### src/rtl/hz_pkg.sv
package hz_pkg;
  localparam int unsigned ID_W    = 4;
  localparam int unsigned ICODE_W = 4;
  localparam logic [ID_W-1:0]    ID_NONE   = ID_W'(8);
  localparam logic [ICODE_W-1:0] ICODE_NOP = ICODE_W'(1);

  typedef struct packed {
    logic [ICODE_W-1:0] icode;
    logic [ID_W-1:0]    src_a;
    logic [ID_W-1:0]    src_b;
    logic [ID_W-1:0]    dst_e;
    logic [ID_W-1:0]    dst_m;
  } instr_t;

  // payload past decode: sources are no longer needed
  typedef struct packed {
    logic [ICODE_W-1:0] icode;
    logic [ID_W-1:0]    dst_e;
    logic [ID_W-1:0]    dst_m;
  } late_t;

  localparam instr_t INSTR_NOP = '{icode: ICODE_NOP, src_a: ID_NONE, src_b: ID_NONE,
                                   dst_e: ID_NONE, dst_m: ID_NONE};
  localparam late_t  LATE_NOP  = '{icode: ICODE_NOP, dst_e: ID_NONE, dst_m: ID_NONE};

  function automatic logic id_match(logic [ID_W-1:0] src, logic [ID_W-1:0] dst);
    return (src != ID_NONE) && (dst != ID_NONE) && (src == dst);
  endfunction
endpackage

### src/rtl/hz_pipe_reg.sv
module hz_pipe_reg #(
  parameter int unsigned   W          = 12,
  parameter logic [W-1:0]  BUBBLE_VAL = '0
) (
  input  logic         clk_i,
  input  logic         rst_ni,
  input  logic         stall_i,
  input  logic         bubble_i,
  input  logic [W-1:0] d_i,
  output logic [W-1:0] q_o
);
  always_ff @(posedge clk_i or negedge rst_ni) begin
    if (!rst_ni)        q_o <= BUBBLE_VAL;
    else if (bubble_i)  q_o <= BUBBLE_VAL;
    else if (!stall_i)  q_o <= d_i;
  end

  assert_mode_excl_R3: assert property (@(posedge clk_i) disable iff (!rst_ni)
    !(stall_i && bubble_i));

  assert_hold_R3: assert property (@(posedge clk_i) disable iff (!rst_ni)
    (stall_i && !bubble_i) |=> (q_o == $past(q_o)));

  assert_bubble_load_R4: assert property (@(posedge clk_i) disable iff (!rst_ni)
    bubble_i |=> (q_o == BUBBLE_VAL));
endmodule

### src/rtl/hz_detect.sv
module hz_detect
  import hz_pkg::*;
#(
  parameter int unsigned NUM_LATE = 3
) (
  input  logic [ID_W-1:0]                src_a_i,
  input  logic [ID_W-1:0]                src_b_i,
  input  logic [NUM_LATE-1:0][ID_W-1:0]  dst_e_i,
  input  logic [NUM_LATE-1:0][ID_W-1:0]  dst_m_i,
  output logic                           hazard_o
);
  logic [NUM_LATE-1:0] hit;

  for (genvar s = 0; s < NUM_LATE; s++) begin : g_stage
    assign hit[s] = id_match(src_a_i, dst_e_i[s]) | id_match(src_a_i, dst_m_i[s]) |
                    id_match(src_b_i, dst_e_i[s]) | id_match(src_b_i, dst_m_i[s]);
  end

  assign hazard_o = |hit;
endmodule

### src/rtl/hz_stall_ctrl.sv
module hz_stall_ctrl
  import hz_pkg::*;
#(
  parameter int unsigned NUM_LATE = 3
) (
  input  logic               clk_i,
  input  logic               rst_ni,
  input  logic [ICODE_W-1:0] f_icode_i,
  input  logic [ID_W-1:0]    f_src_a_i,
  input  logic [ID_W-1:0]    f_src_b_i,
  input  logic [ID_W-1:0]    f_dst_e_i,
  input  logic [ID_W-1:0]    f_dst_m_i,
  output logic               f_stall_o,
  output logic               d_stall_o,
  output logic               e_bubble_o,
  output logic [ICODE_W-1:0] w_icode_o,
  output logic [ID_W-1:0]    w_dst_e_o,
  output logic [ID_W-1:0]    w_dst_m_o
);
  localparam int unsigned IW = $bits(instr_t);
  localparam int unsigned LW = $bits(late_t);

  instr_t f_in, d_q;
  late_t  stg_d   [NUM_LATE];
  late_t  stg_q   [NUM_LATE];
  logic [NUM_LATE-1:0][ID_W-1:0] late_dst_e, late_dst_m;
  logic hazard;

  assign f_in = '{icode: f_icode_i, src_a: f_src_a_i, src_b: f_src_b_i,
                  dst_e: f_dst_e_i, dst_m: f_dst_m_i};

  hz_pipe_reg #(.W(IW), .BUBBLE_VAL(INSTR_NOP)) u_dreg (
    .clk_i, .rst_ni, .stall_i(hazard), .bubble_i(1'b0), .d_i(f_in), .q_o(d_q)
  );

  for (genvar s = 0; s < NUM_LATE; s++) begin : g_late
    if (s == 0) begin : g_exec
      assign stg_d[s] = '{icode: d_q.icode, dst_e: d_q.dst_e, dst_m: d_q.dst_m};
      hz_pipe_reg #(.W(LW), .BUBBLE_VAL(LATE_NOP)) u_reg (
        .clk_i, .rst_ni, .stall_i(1'b0), .bubble_i(hazard), .d_i(stg_d[s]), .q_o(stg_q[s])
      );
    end else begin : g_pass
      assign stg_d[s] = stg_q[s-1];
      hz_pipe_reg #(.W(LW), .BUBBLE_VAL(LATE_NOP)) u_reg (
        .clk_i, .rst_ni, .stall_i(1'b0), .bubble_i(1'b0), .d_i(stg_d[s]), .q_o(stg_q[s])
      );
    end
    assign late_dst_e[s] = stg_q[s].dst_e;
    assign late_dst_m[s] = stg_q[s].dst_m;
  end

  hz_detect #(.NUM_LATE(NUM_LATE)) u_detect (
    .src_a_i(d_q.src_a), .src_b_i(d_q.src_b),
    .dst_e_i(late_dst_e), .dst_m_i(late_dst_m), .hazard_o(hazard)
  );

  assign f_stall_o  = hazard;
  assign d_stall_o  = hazard;
  assign e_bubble_o = hazard;

  assign w_icode_o = stg_q[NUM_LATE-1].icode;
  assign w_dst_e_o = stg_q[NUM_LATE-1].dst_e;
  assign w_dst_m_o = stg_q[NUM_LATE-1].dst_m;

  assert_ctrl_aligned_R5: assert property (@(posedge clk_i) disable iff (!rst_ni)
    d_stall_o |-> (f_stall_o && e_bubble_o));

  assert_none_quiet_R2: assert property (@(posedge clk_i) disable iff (!rst_ni)
    (d_q.src_a == ID_NONE && d_q.src_b == ID_NONE) |-> !d_stall_o);

  assert_bubble_flow_R4: assert property (@(posedge clk_i) disable iff (!rst_ni)
    e_bubble_o |=> (stg_q[0].icode == ICODE_NOP && stg_q[0].dst_e == ID_NONE &&
                    stg_q[0].dst_m == ID_NONE));
endmodule

### config.mk
export PLATFORM = sky130hd
export DESIGN_NAME = hz_stall_ctrl
export DESIGN_NICKNAME = d
export VERILOG_FILES = /design/src/rtl/hz_pkg.sv /design/src/rtl/hz_pipe_reg.sv /design/src/rtl/hz_detect.sv /design/src/rtl/hz_stall_ctrl.sv
export SDC_FILE = /design/constraint.sdc
export NUM_CORES = 1
export LEC_CHECK = 0
export BUFFER_PORTS_ARGS = -buffer_cell sky130_fd_sc_hd__clkbuf_2
export CAP_MARGIN = 20
export CORE_ASPECT_RATIO = 1.75
export CORE_MARGIN = 3
export CORE_UTILIZATION = 56
export CTS_CLUSTER_SIZE = 28
export DETAILED_ROUTE_END_ITERATION = 8
export GPL_TIMING_DRIVEN = 0
export PLACE_DENSITY = 0.86
export SLEW_MARGIN = 10
export SYNTH_ARGS = -nofsm -noshare
export SYNTH_HDL_FRONTEND = slang
export SYNTH_SLANG_ARGS = --single-unit
### constraint.sdc
create_clock -name clk_i -period 3.5 [get_ports clk_i]
set_clock_uncertainty 0.2 [all_clocks]
set_input_delay 0.35 -clock clk_i [delete_from_list [all_inputs] [get_ports clk_i]]
set_output_delay 0.35 -clock clk_i [all_outputs]
set_load 0.02 [all_outputs]
# Word level (Yosys, flattened, before mapping)

Index checks and enable logic that the tools add are counted.

Register bits after elaboration: 56
Bits of input ports: 22

Equal/unequal tests: 20
Mux-type cells: 1
Bitwise logic cells: 9
Reduce and logical (&&, ||, !) cells: 25

Operator list:

| kind                                          | number |
|---|---|
| equality test 4 bit                           | 12 |
| inequality test 4 bit (second input constant) | 8 |
| logical AND 1 bit                             | 24 |
| 2-to-1 mux 12 bit                             | 1 |
| OR 1 bit                                      | 9 |
| OR reduction 3 bit                            | 1 |

# Longest topological paths before layout

Word-level depth: 8
Depth in mapped cells: 9

# Cells and area by module

From an unflattened synthesis, not the netlist that was laid out.

Cells, all modules: 284
Area, all modules: 3201.8 um2

By module, submodules not included:

| module                                    | instances | cells an instance | area each (um2) | sequential area each (um2) |
|---|---|---|---|---|
| hz_pipe_reg at g_late[0].g_exec.u_reg ... | 3         | 39                | 509.2           | 304.0 |
| hz_pipe_reg at u_dreg                     | 1         | 65                | 847.1           | 506.7 |
| hz_detect                                 | 1         | 99                | 808.3           | 0.0 |
| hz_stall_ctrl                             | 1         | 3                 | 18.8            | 0.0 |

# Least setup slack after synthesis

OpenSTA, ideal clock, no wires.

Path type: reg-to-output
Start: reg u_dreg.q_o[11]
End: out e_bubble_o
Arrival time: 2.520 ns
Slack: 0.430 ns
Stages on the path, launching flop included: 9
Buffers on the path: 2
Cells stage by stage: dfstp_2 -> or3b_1 -> a21oi_1 -> a211oi_1 -> or4_4 -> nor4_4 -> clkbuf_1 -> inv_1 -> buf_4

Longest elaborated chain between the ends: 6
Elaborated cells between the ends (all ways): 26
Classes of those cells: eq/ne (7); bitwise (6); reduce/logical (13)

RTL lines:

| item                            | line                | text |
|---|---|---|
| start: declaration              | hz_pipe_reg.sv:10   | `output logic [W-1:0] q_o` |
| start signal: assignment        | hz_pipe_reg.sv:15   | `else if (!stall_i) q_o <= d_i;` |
| inequality test 4 bit           | hz_pkg.sv:27        | `return (src != ID_NONE) && (dst != ID_NONE) && (src == dst);` |
| logical AND 1 bit (2 in series) | hz_pkg.sv:27        |  |
| OR 1 bit                        | hz_detect.sv:15     | `assign hit[s] = id_match(src_a_i, dst_e_i[s]) \| id_match(src_a_i, dst_m_i[s]) \|` |
| OR 1 bit                        | hz_detect.sv:16     | `id_match(src_b_i, dst_e_i[s]) \| id_match(src_b_i, dst_m_i[s]);` |
| OR reduction 3 bit (*)          | hz_detect.sv:19     | `assign hazard_o = \|hit;` |
| end: declaration                | hz_stall_ctrl.sv:15 | `output logic e_bubble_o,` |

Every way passes the cells marked *; elsewhere a longest branch is shown, timed or not.

# Final worst setup path

Ends and elaborated chain as after synthesis.

==> key figures <==
Drt
  • Drc violations: 0
  • Detailed router's first-iteration violation count: 54
  • DR WL/cell: 15.8 µm
  • Routed WL: approximately 4700 µm
  • Vias: about 1700
  • Final antenna-violating net count: 0
  • DR pass1 iterations: 4
  • Drt via density: about 5.6

Synthesis
  • Mapped cell area: between 2000 and 3000 µm²
  • Synth Warn #: 0
  • Syn Nets: 224
  • Yosys cell types: 40
  • Synth top area cells: dfrtp_1, dfstp_2, mux2_2
  • Yosys top cell by area: dfrtp_1
  • Top cell type's share of synthesized area: 0.415
  • Sequential area share after synthesis: 0.560
  • Syn_area_per_cell: 12.5 µm²
  • Gate Count Post-Synth: 202
  • FF+latch count, synth: 56

Floorplanning
  • Starting Density: 0.594
  • Boundary Pins: 37
  • Die area: about 5400 µm²
  • Row Count: 31
  • Die Height: between 90 and 100 µm
  • Core Box Area: 4270 µm²
  • Die X: about 57 µm

STA
  • Final Hold Vio Count: 0
  • Min Tclk post-route: between 3 and 4 ns
  • Setup violators final: 0
  • Fin. max-slew vios: 0
  • Actual slew at the worst max-slew pin: between 0.7 and 0.8 ns
  • Fin crit share: 0.963
  • Slew headroom: 0.522
  • F_max: about 300 MHz
  • Final worst slack: roughly 0.13 ns
  • Hold Slack: 0.0701 ns
  • RSZ-0062 raised after global routing: no

Global route
  • Vias in the first global route: 1688
  • Grt ovf: 0
  • First-pass GRT wire length: between 7000 and 8000 µm
  • Largest net degree at the start of global routing: between 50 and 60
  • Initial antenna violation count: 0
  • Gr usage total: 0.190

Critical path
  • R2R Path Start: u_dreg.q_o[11]$_DFFE_PN1N_
  • Critical path origin: u_dreg.q_o[11]$_DFFE_PN1N_
  • R2r setup slk: ~0.5 ns
  • Crit path launch type: register
  • Worst R2R End: u_dreg.q_o[5]$_DFFE_PN0N_
  • Critical Path AT: 2.82 ns
  • Critical path class: register to output pin
  • CP required: between 2 and 3 ns
  • Critical Path End: e_bubble_o
  • Depth of the most critical reg-to-reg path: 8
  • Crit end category: output pin
  • Worst-path fanout max: 8

Placement
  • Global placer's final weighted congestion: ~0.78
  • Setup slack at placement: -0.0221 ns
  • Hpwl dp: about 3400 µm
  • Number of port buffers: 36

Cells and area
  • Antenna Cells: 0
  • Commonest non-fill, non-tap cell in the layout: dfrtp_1
  • Share of layout cells above drive strength 1: 0.392
  • Layout area overhead: 15.6%
  • Fillers: approximately 320
  • Commonest cells after routing, fill and taps aside: dfrtp_1, clkbuf_2, xnor2_1, mux2_2, xor2_1
  • Layout Nets: between 200 and 300
  • Layout Utilization: 0.686

Status
  • Outcome: finished, final reports clean

Clocking
  • Root Driver: clkbuf_8
  • H-tree levels: 2
  • Clock buffer depth: 2
  • Reg clk slew, reported paths: 0.09 ns
  • CTS sink count: 56
  • CTS tree: yes
  • Total CTS buffers: 5
  • Worst-Skew Late Latency: around 0.31 ns

Flow run
  • MaxCap Viol Count: 0

Min path
  • Hold WC Path Type: input port to register
[cells by family after synthesis]
logic type                share of synthesized area
AOI/OAI and AO/OA                            0.0776
muxes                                        0.0889
xor gates and xnor gates                      0.125
DFF                                           0.560
buffers and inverters                        0.0385
and+or+nand+nor                               0.110
[registers in the layout, indices dropped and copies added, names as in the netlist]
register and cells:
g_late.g_exec.u_reg.q_o 12, g_late.g_pass.u_reg.q_o 24, u_dreg.q_o 20
[cells in the mapped netlist (all sizes together)]
| master | instances |
|---|---|
| nand2b | 3 |
| o311ai | 3 |
| or3b | 1 |
| nand2 | 11 |
| nand4 | 1 |
| nor4 | 2 |
| a311o | 1 |
| and3 | 1 |
| dfrtp | 42 |
| o31ai | 1 |
| o21a | 1 |
| mux2 | 20 |
| a221oi | 1 |
| xnor2 | 21 |
| o211ai | 1 |
| o21bai | 1 |
| xor2 | 15 |
| nor3 | 1 |
| a211oi | 4 |
| clkbuf | 3 |
| inv | 3 |
| nor4b | 2 |
| a2111oi | 1 |
| nand3 | 3 |
| dfstp | 14 |
| and2 | 11 |
| a311oi | 2 |
| o21ai | 3 |
| a211o | 4 |
| nor3b | 1 |
| buf | 10 |
| nand3b | 1 |
| nor2 | 8 |
| a21oi | 3 |
| or4 | 2 |
[area by class of cell]
cell class                      instances  area, µm²  share of cell area
Clock buffer                            6       82.6              0.0282
Sequential cell                        56       1420               0.485
Buffer                                 13        100              0.0342
Timing Repair Buffer                   40        215              0.0735
Clock inverter                          2       13.8             0.00470
Tap cell                               49       61.3              0.0209
Inverter                                3       11.3             0.00385
Multi-Input combinational cell        130       1020               0.350
[metal layers]
layer / GRT usage / share of wire
met1: 0.197 / 0.34
met2: 0.358 / 0.59
met3: 0.0342 / 0.043
met4: 0.0967 / 0.023
met5: 0 / 0
[worst min path at each step]
stage	start	to	slack, ns	depth (start not counted)
2_1_floorplan	rst_ni	g_late[0].g_exec.u_reg.q_o[0]$_DFF_PN0_	-0.15	0
3_3_place_gp	g_late[1].g_pass.u_reg.q_o[10]$_DFF_PN0_	g_late[2].g_pass.u_reg.q_o[10]$_DFF_PN0_	0.13	0
3_5_place_dp	g_late[0].g_exec.u_reg.q_o[11]$_DFF_PN0_	g_late[1].g_pass.u_reg.q_o[11]$_DFF_PN0_	0.14	0
4_1_cts	f_src_b_i[0]	u_dreg.q_o[8]$_DFFE_PN0N_	0.07	2
5_1_grt	f_src_b_i[3]	u_dreg.q_o[11]$_DFFE_PN1N_	0.06	2
6_report	f_src_b_i[3]	u_dreg.q_o[11]$_DFFE_PN1N_	0.07	2
[worst max-delay path, stage by stage (launching register included)]
cell and delay [ns]:
dfstp_2 0.55, or3b_4 0.39, a21oi_1 0.15, a211oi_1 0.08
or4_4 0.49, nor4_4 0.30, clkbuf_8 0.21, inv_1 0.06
buf_4 0.13, clkbuf_2 0.14
[stage by stage]
step	instances	TNS [ns]	area, µm²
finish	299	0	2930
CTS	297	0	2900
detailed placement	287	-0.0382	2780
global placement	287	0	2770
floorplan	202	0	2530
global route	299	0	2930
[what timing repair did]
| action | CTS | global route |
|---|---|---|
| buffers inserted | 1 | 2 |
| endpoints found under the hold margin | 42 | 0 |
| gates resized for setup | 4 | 6 |
| hold buffers | 1 | 0 |
| pin swaps | 1 | 1 |
| gates cloned | 0 | 0 |
| endpoints found under the setup margin | 3 | 3 |
Power is left out: the tool's default activity adds up to more than one toggle a clock period on the data nets, which glitch-free logic cannot reach.
